<file path="src/rtl/sio_cfg_pkg.sv">
package sio_cfg_pkg;

  typedef logic [1:0] key_step_t;
  localparam key_step_t KEY_LAST = 2'd3;

  localparam logic [7:0] IDX_EXIT    = 8'h02;
  localparam logic [7:0] IDX_LDN     = 8'h07;
  localparam logic [7:0] IDX_ID_HI   = 8'h20;
  localparam logic [7:0] IDX_ID_LO   = 8'h21;
  localparam logic [7:0] IDX_FLASH   = 8'h24;
  localparam logic [7:0] IDX_BASE_HI = 8'h64;
  localparam logic [7:0] IDX_BASE_LO = 8'h65;
  localparam logic [7:0] EXIT_VALUE  = 8'h02;
  localparam logic [7:0] KEY_FIRST   = 8'h87;

  // Expected key byte at a given step; the last byte depends on the strap.
  function automatic logic [7:0] key_byte(input key_step_t s, input logic alt);
    case (s)
      2'd0:    return KEY_FIRST;
      2'd1:    return 8'h01;
      2'd2:    return 8'h55;
      default: return alt ? 8'hAA : 8'h55;
    endcase
  endfunction

  // Next matcher step after byte b; a stray first-key byte resynchronises.
  function automatic key_step_t key_next(input key_step_t s, input logic [7:0] b,
                                         input logic alt);
    if (b == key_byte(s, alt)) return (s == KEY_LAST) ? 2'd0 : s + 2'd1;
    if (b == KEY_FIRST) return 2'd1;
    return 2'd0;
  endfunction

  function automatic logic [15:0] port_base(input logic alt,
                                            input logic [15:0] pri,
                                            input logic [15:0] sec);
    return alt ? sec : pri;
  endfunction

endpackage

</file>
<file path="src/rtl/sio_key_matcher.sv">
module sio_key_matcher
  import sio_cfg_pkg::*;
(
  input  logic      clk,
  input  logic      rst_n,
  input  logic      alt,
  input  logic      key_wr,
  input  logic [7:0] key_data,
  output key_step_t step,
  output logic      key_done
);

  key_step_t step_q;

  assign key_done = key_wr && (step_q == KEY_LAST) &&
                    (key_data == key_byte(step_q, alt));
  assign step = step_q;

  always_ff @(posedge clk) begin
    if (!rst_n) begin
      step_q <= 2'd0;
    end else if (key_wr) begin
      step_q <= key_next(step_q, key_data, alt);
    end
  end

endmodule

</file>
<file path="src/rtl/sio_reg_bank.sv">
module sio_reg_bank
  import sio_cfg_pkg::*;
#(
  parameter int          FLASH_W = 6,
  parameter int          BASE_W  = 16,
  parameter logic [15:0] CHIP_ID = 16'h8716,
  parameter logic [7:0]  SPI_LDN = 8'h07
) (
  input  logic               clk,
  input  logic               rst_n,
  input  logic               idx_wr,
  input  logic               dat_wr,
  input  logic [7:0]         wdata,
  output logic [7:0]         idx_q,
  output logic [7:0]         rd_val,
  output logic               exit_hit,
  output logic [FLASH_W-1:0] flash_ctl,
  output logic [BASE_W-1:0]  spi_base
);

  localparam int PAD_W = 8 - FLASH_W;

  logic [7:0]         ldn_q;
  logic [FLASH_W-1:0] flash_q;
  logic [BASE_W-1:0]  base_q;
  logic               spi_sel;

  assign spi_sel  = (ldn_q == SPI_LDN);
  assign exit_hit = dat_wr && (idx_q == IDX_EXIT) && (wdata == EXIT_VALUE);

  always_ff @(posedge clk) begin
    if (!rst_n) begin
      idx_q   <= 8'h00;
      ldn_q   <= 8'h00;
      flash_q <= '0;
      base_q  <= '0;
    end else begin
      if (idx_wr) idx_q <= wdata;
      if (dat_wr) begin
        case (idx_q)
          IDX_LDN:     ldn_q   <= wdata;
          IDX_FLASH:   flash_q <= wdata[FLASH_W-1:0];
          IDX_BASE_HI: if (spi_sel) base_q[BASE_W-1:8] <= wdata;
          IDX_BASE_LO: if (spi_sel) base_q[7:0]        <= wdata;
          default: ;
        endcase
      end
    end
  end

  always_comb begin
    case (idx_q)
      IDX_ID_HI:   rd_val = CHIP_ID[15:8];
      IDX_ID_LO:   rd_val = CHIP_ID[7:0];
      IDX_LDN:     rd_val = ldn_q;
      IDX_FLASH:   rd_val = {{PAD_W{1'b0}}, flash_q};
      IDX_BASE_HI: rd_val = spi_sel ? base_q[BASE_W-1:8] : 8'h00;
      IDX_BASE_LO: rd_val = spi_sel ? base_q[7:0] : 8'h00;
      default:     rd_val = 8'h00;
    endcase
  end

  assign flash_ctl = flash_q;
  assign spi_base  = base_q;

endmodule

</file>
<file path="src/rtl/sio_cfg_unlock.sv">
module sio_cfg_unlock
  import sio_cfg_pkg::*;
#(
  parameter int          ADDR_W   = 16,
  parameter int          FLASH_W  = 6,
  parameter int          BASE_W   = 16,
  parameter logic [15:0] PRI_BASE = 16'h002E,
  parameter logic [15:0] ALT_BASE = 16'h004E,
  parameter logic [15:0] CHIP_ID  = 16'h8716,
  parameter logic [7:0]  SPI_LDN  = 8'h07
) (
  input  logic               clk,
  input  logic               rst_n,
  input  logic               strap_alt,
  input  logic [ADDR_W-1:0]  io_addr,
  input  logic               io_wr,
  input  logic               io_rd,
  input  logic [7:0]         io_wdata,
  output logic [7:0]         io_rdata,
  output logic               io_rdata_vld,
  output logic               cfg_unlocked,
  output logic [FLASH_W-1:0] flash_ctl,
  output logic [BASE_W-1:0]  spi_base
);

  logic              alt_q;
  logic [ADDR_W-1:0] base_addr;
  logic              at_idx, at_dat;
  logic              rd_hit, rd_dat_hit;
  logic              key_wr, key_done;
  logic              idx_wr, dat_wr, exit_hit;
  key_step_t         key_step;
  logic [7:0]        idx_q, reg_val;
  logic              unlocked_q;
  logic [7:0]        rdata_q;
  logic              vld_q;

  // Strap is latched while reset is held and frozen afterwards.
  always_ff @(posedge clk) begin
    if (!rst_n) alt_q <= strap_alt;
  end

  assign base_addr  = ADDR_W'(port_base(alt_q, PRI_BASE, ALT_BASE));
  assign at_idx     = (io_addr == base_addr);
  assign at_dat     = (io_addr == base_addr + ADDR_W'(1));
  assign rd_hit     = io_rd && (at_idx || at_dat);
  assign rd_dat_hit = io_rd && at_dat;
  assign key_wr     = io_wr && at_idx && !unlocked_q;
  assign idx_wr     = io_wr && at_idx && unlocked_q;
  assign dat_wr     = io_wr && at_dat && unlocked_q;

  sio_key_matcher u_key (
    .clk      (clk),
    .rst_n    (rst_n),
    .alt      (alt_q),
    .key_wr   (key_wr),
    .key_data (io_wdata),
    .step     (key_step),
    .key_done (key_done)
  );

  sio_reg_bank #(
    .FLASH_W (FLASH_W),
    .BASE_W  (BASE_W),
    .CHIP_ID (CHIP_ID),
    .SPI_LDN (SPI_LDN)
  ) u_regs (
    .clk       (clk),
    .rst_n     (rst_n),
    .idx_wr    (idx_wr),
    .dat_wr    (dat_wr),
    .wdata     (io_wdata),
    .idx_q     (idx_q),
    .rd_val    (reg_val),
    .exit_hit  (exit_hit),
    .flash_ctl (flash_ctl),
    .spi_base  (spi_base)
  );

  always_ff @(posedge clk) begin
    if (!rst_n) begin
      unlocked_q <= 1'b0;
      rdata_q    <= 8'h00;
      vld_q      <= 1'b0;
    end else begin
      if (key_done)      unlocked_q <= 1'b1;
      else if (exit_hit) unlocked_q <= 1'b0;
      vld_q <= rd_hit;
      if (rd_hit) begin
        if (!unlocked_q) rdata_q <= 8'hFF;
        else if (at_idx) rdata_q <= idx_q;
        else             rdata_q <= reg_val;
      end
    end
  end

  assign cfg_unlocked = unlocked_q;
  assign io_rdata     = rdata_q;
  assign io_rdata_vld = vld_q;

endmodule

</file>
<file path="config.mk">
export PLATFORM = sky130hd
export DESIGN_NAME = sio_cfg_unlock
export DESIGN_NICKNAME = d
export VERILOG_FILES = /design/src/rtl/sio_cfg_pkg.sv /design/src/rtl/sio_key_matcher.sv /design/src/rtl/sio_reg_bank.sv /design/src/rtl/sio_cfg_unlock.sv
export SDC_FILE = /design/constraint.sdc
export NUM_CORES = 1
export LEC_CHECK = 0
export BUFFER_PORTS_ARGS = -buffer_cell sky130_fd_sc_hd__buf_4
export CORE_ASPECT_RATIO = 1.5
export CORE_MARGIN = 2
export CORE_UTILIZATION = 54
export CTS_CLUSTER_SIZE = 24
export DETAILED_ROUTE_END_ITERATION = 10
export PLACE_DENSITY = 0.87
export SYNTH_ARGS = -nofsm -noshare
export SYNTH_HDL_FRONTEND = slang
export SYNTH_HIERARCHICAL = 1
export SYNTH_SLANG_ARGS = --single-unit
export TNS_END_PERCENT = 5
</file>
<file path="constraint.sdc">
create_clock -name clk -period 3.7 [get_ports clk]
set_input_delay 0.74 -clock clk [delete_from_list [all_inputs] [get_ports clk]]
set_output_delay 0.74 -clock clk [all_outputs]
set_load 0.005 [all_outputs]
</file>
==> results.tsv <==
stage	metric	value	unit
run_status	status	finished, final reports clean	
setup_path	arrival	3.07	ns
timing	fin_skew	0.00319	ns
setup_path	slowest_stage	nor4_4	
global_route	grt_antenna_before_repair	0	
cells_and_area	layout.nets	371	
floorplanning	io_pins	61	
yosys	ys_seq_area_share	36.8	%
clock_network	cts_made_buffers	5	
yosys	yosysUniqueCellTypes	53	
yosys	synth_edf_count	1	
route	postRouteWirelength	6850	µm
clock_network	cts_sinks	51	
global_route	grt_pass1_vias	2388	
clock_network	cts_hold_buf	0	
cells_and_area	mostFrequentLayoutCell	buf_4	
cells_and_area	nFillCells	419	
global_route	met2_usage	43.8	%
pwr	p_int	737	µW
route	drt_first_iter_violations	80	
timing	fin_setup_tns	0	ns
yosys	syn_inst	285	
global_route	use_met3	5.15	%
clock_network	post_cts_buffers	0	
timing	drv_slew	0	
pwr	peakVddDrop	0.261	mV
clock_network	postCtsResizedCells	0	
hold_path	hp-class	reg -> reg	
setup_path	critical_path_class	in -> reg	
setup_path	crit_top_cell	nor4_4	
global_route	overflow	0	
place	place_congestion	0.916	
setup_path	cp_cell_sequence	buf_4 -> or4b_4 -> nor4_4 -> nand3_4 -> nor2_1 -> nand2_1 -> nor4_4 -> mux2i_1 -> nor2b_1	
floorplanning	dieArea	5790	µm²
timing	fmax	349	MHz
setup_path	crit_fanout	8	
yosys	synth_nets	319	
job	maxCapViolations	0	
floorplanning	die_h	92.2	µm
timing	fin_crit	2.87	ns
route	num_vias	2449	
setup_path	path_buf_inv	1	
yosys	ys_ff_latch	51	
timing	period_share	77.5	%
timing	fin_ws	0.831	ns
setup_path	setup.worst_path.start_class	input pin	
pwr	p_comb_share	7.1	%
clock_network	h-tree-depth	2	
setup_path	endpoint_kind	flop	
cells_and_area	final_cell_mix	buf_4 (63), mux2i_1 (55), dfxtp_1 (50)	
route	first_pass_iters	4	
timing	hold_viol	0	
pwr	p_sw_share	22.8	%
global_route	grt.busiest_layer	met2	
setup_path	reg2reg_from	alt_q	
pwr	p_leak	0.00122	µW
route	post_drt_via_cell_ratio	6.03	
place	dp_slack	0.544	ns
setup_path	startpoint	io_addr[11]	
setup_path	crit_required	3.90	ns
global_route	track_usage	24.5	%
global_route	grt.met1_usage	27.5	%
floorplanning	start_util	55.1	%
clock_network	cts_tree	done	
floorplanning	die_w	62.8	µm
clock_network	insertion_delay	0.31	ns
pwr	power.share.clock	35.1	%
clock_network	clk_path_buf_depth	2	
cells_and_area	drive_gt1_share	24.9	%
floorplanning	core	5080	µm²
floorplanning	core.rowCount	32	
global_route	grt_pass1_wl	11200	µm
yosys	synth_warnings	6	
yosys	syn_area	2800	µm²
yosys	synthArstFlopShare	0	%
timing	rsz0062_at_grt	false	
setup_path	slowest_delay	0.63	ns
cells_and_area	area_growth	19.9	%
yosys	syn_avg_cell_area	9.83	µm²
yosys	synth_top_flop_cell	dfxtp_1	
timing	setup_viol	0	
pwr	powerDensity	284	nW/µm²
place	hpwl	4950	µm
cells_and_area	antenna_cells	0	
route	routedWlPerCell	16.9	µm
global_route	grt_max_degree	51	
place	portBuffers	60	
route	postRouteAntennaNets	0	
setup_path	crit_family	simple AND/OR/NAND/NOR gates	
clock_network	clkTransAtPathRegs	0.09	ns
pwr	pwr-share-seq	57.8	%
clock_network	cts_root_buf	clkbuf_8	
timing	relSlewSlack	48.4	%
hold_path	hp-start	io_rdata[3]	
timing	worst_slew_pin_slew	0.773	ns
pwr	switching_power	218	µW
route	drc	0	
[power groups by stage]
stage                     clock network, µW  registers, µW  logic [µW]
after floorplan                           0            565        28.7
after global placement                    0            566        65.6
after detailed placement                  0            566        67.3
after CTS                               340            553        67.6
after global routing                    364            553        72.7
final                                   335            553        67.9
[synth_stat cells, types with 2 or more instances]
master	n	area share [%]
a2111oi_0	2	0.63
a21oi_1	5	0.89
a41oi_1	8	2.5
and2_1	5	1.1
and3_1	2	0.45
buf_2	4	0.71
buf_6	3	1.2
clkbuf_1	10	1.3
dfxtp_1	50	36
ha_1	5	2.2
inv_1	6	0.80
mux2i_1	55	20
nand2_1	28	3.8
nand2b_1	5	1.1
nand3_1	3	0.54
nand3b_1	2	0.54
nand4_1	3	0.67
nor2_1	9	1.2
nor2_8	2	1.4
nor2b_1	22	4.9
nor3_1	5	0.89
nor3b_1	2	0.54
nor3b_2	2	0.89
nor4_1	4	0.89
nor4_4	3	2.3
o21a_1	8	2.1
o21ai_0	4	0.71
or4b_1	3	1.1
[flip-flops by register name (all words and copies together) (netlist names)]
name / count
u_regs/ldn_q: 8
io_rdata: 8
alt_q: 1
io_rdata_vld: 1
u_key/step: 2
u_regs/spi_base: 16
u_regs/idx_q: 8
cfg_unlocked: 1
u_regs/flash_ctl: 6
[metrics by stage]
| step | instance area (µm²) | utilization [%] | hold WS, ns | cells | power (µW) |
|---|---|---|---|---|---|
| 3_3_place_gp | 3260 | 64.2 | 0.450 | 398 | 631 |
| 2_1_floorplan | 2800 | - | 0.463 | 285 | 594 |
| 3_5_place_dp | 3260 | 64.2 | 0.457 | 398 | 633 |
| 6_report | 3360 | 66.1 | 0.472 | 406 | 956 |
| 5_1_grt | 3360 | 66.1 | 0.493 | 406 | 990 |
| 4_1_cts | 3360 | 66.1 | 0.478 | 406 | 960 |
[logic make-up (layout without fill, tap and decap cells)]
group	count (synthesis)	in the layout	synth area share [%]
simple gates	109	109	25.6
mux	55	55	19.7
flops	51	51	36.8
compound gates	41	41	11.5
buf+inv	24	77	4.20
fa+ha+maj	5	5	2.23
[path summary, 6_finish.rpt]
| check | to | slack (ns) | cells past startpoint |
|---|---|---|---|
| worst min-delay path | io_rdata[3] | 0.47 | 1 |
| worst max-delay path | u_regs/ldn_q[5] | 0.83 | 9 |
| worst min register to register | io_rdata[3] | 0.47 | 1 |
| worst max register to register | u_regs/ldn_q[5] | 0.94 | 8 |
[metal layers]
metal	share of wire, %	vias up
li1	-	1138
met1	40	1189
met5	0	-
met2	51	103
met4	3.1	0
met3	6.3	19
[layout make-up]
type / count / area, µm² / area share [%]
clock buffer: 7 / 86.3 / 2.57
multi-input combinational: 210 / 1650 / 49.2
sequential: 51 / 1030 / 30.7
tap: 68 / 85.1 / 2.53
inverter: 6 / 22.5 / 0.670
clock inverter: 1 / 8.76 / 0.261
timing repair buffer: 63 / 473 / 14.1
(Power assumes the default switching activity.)
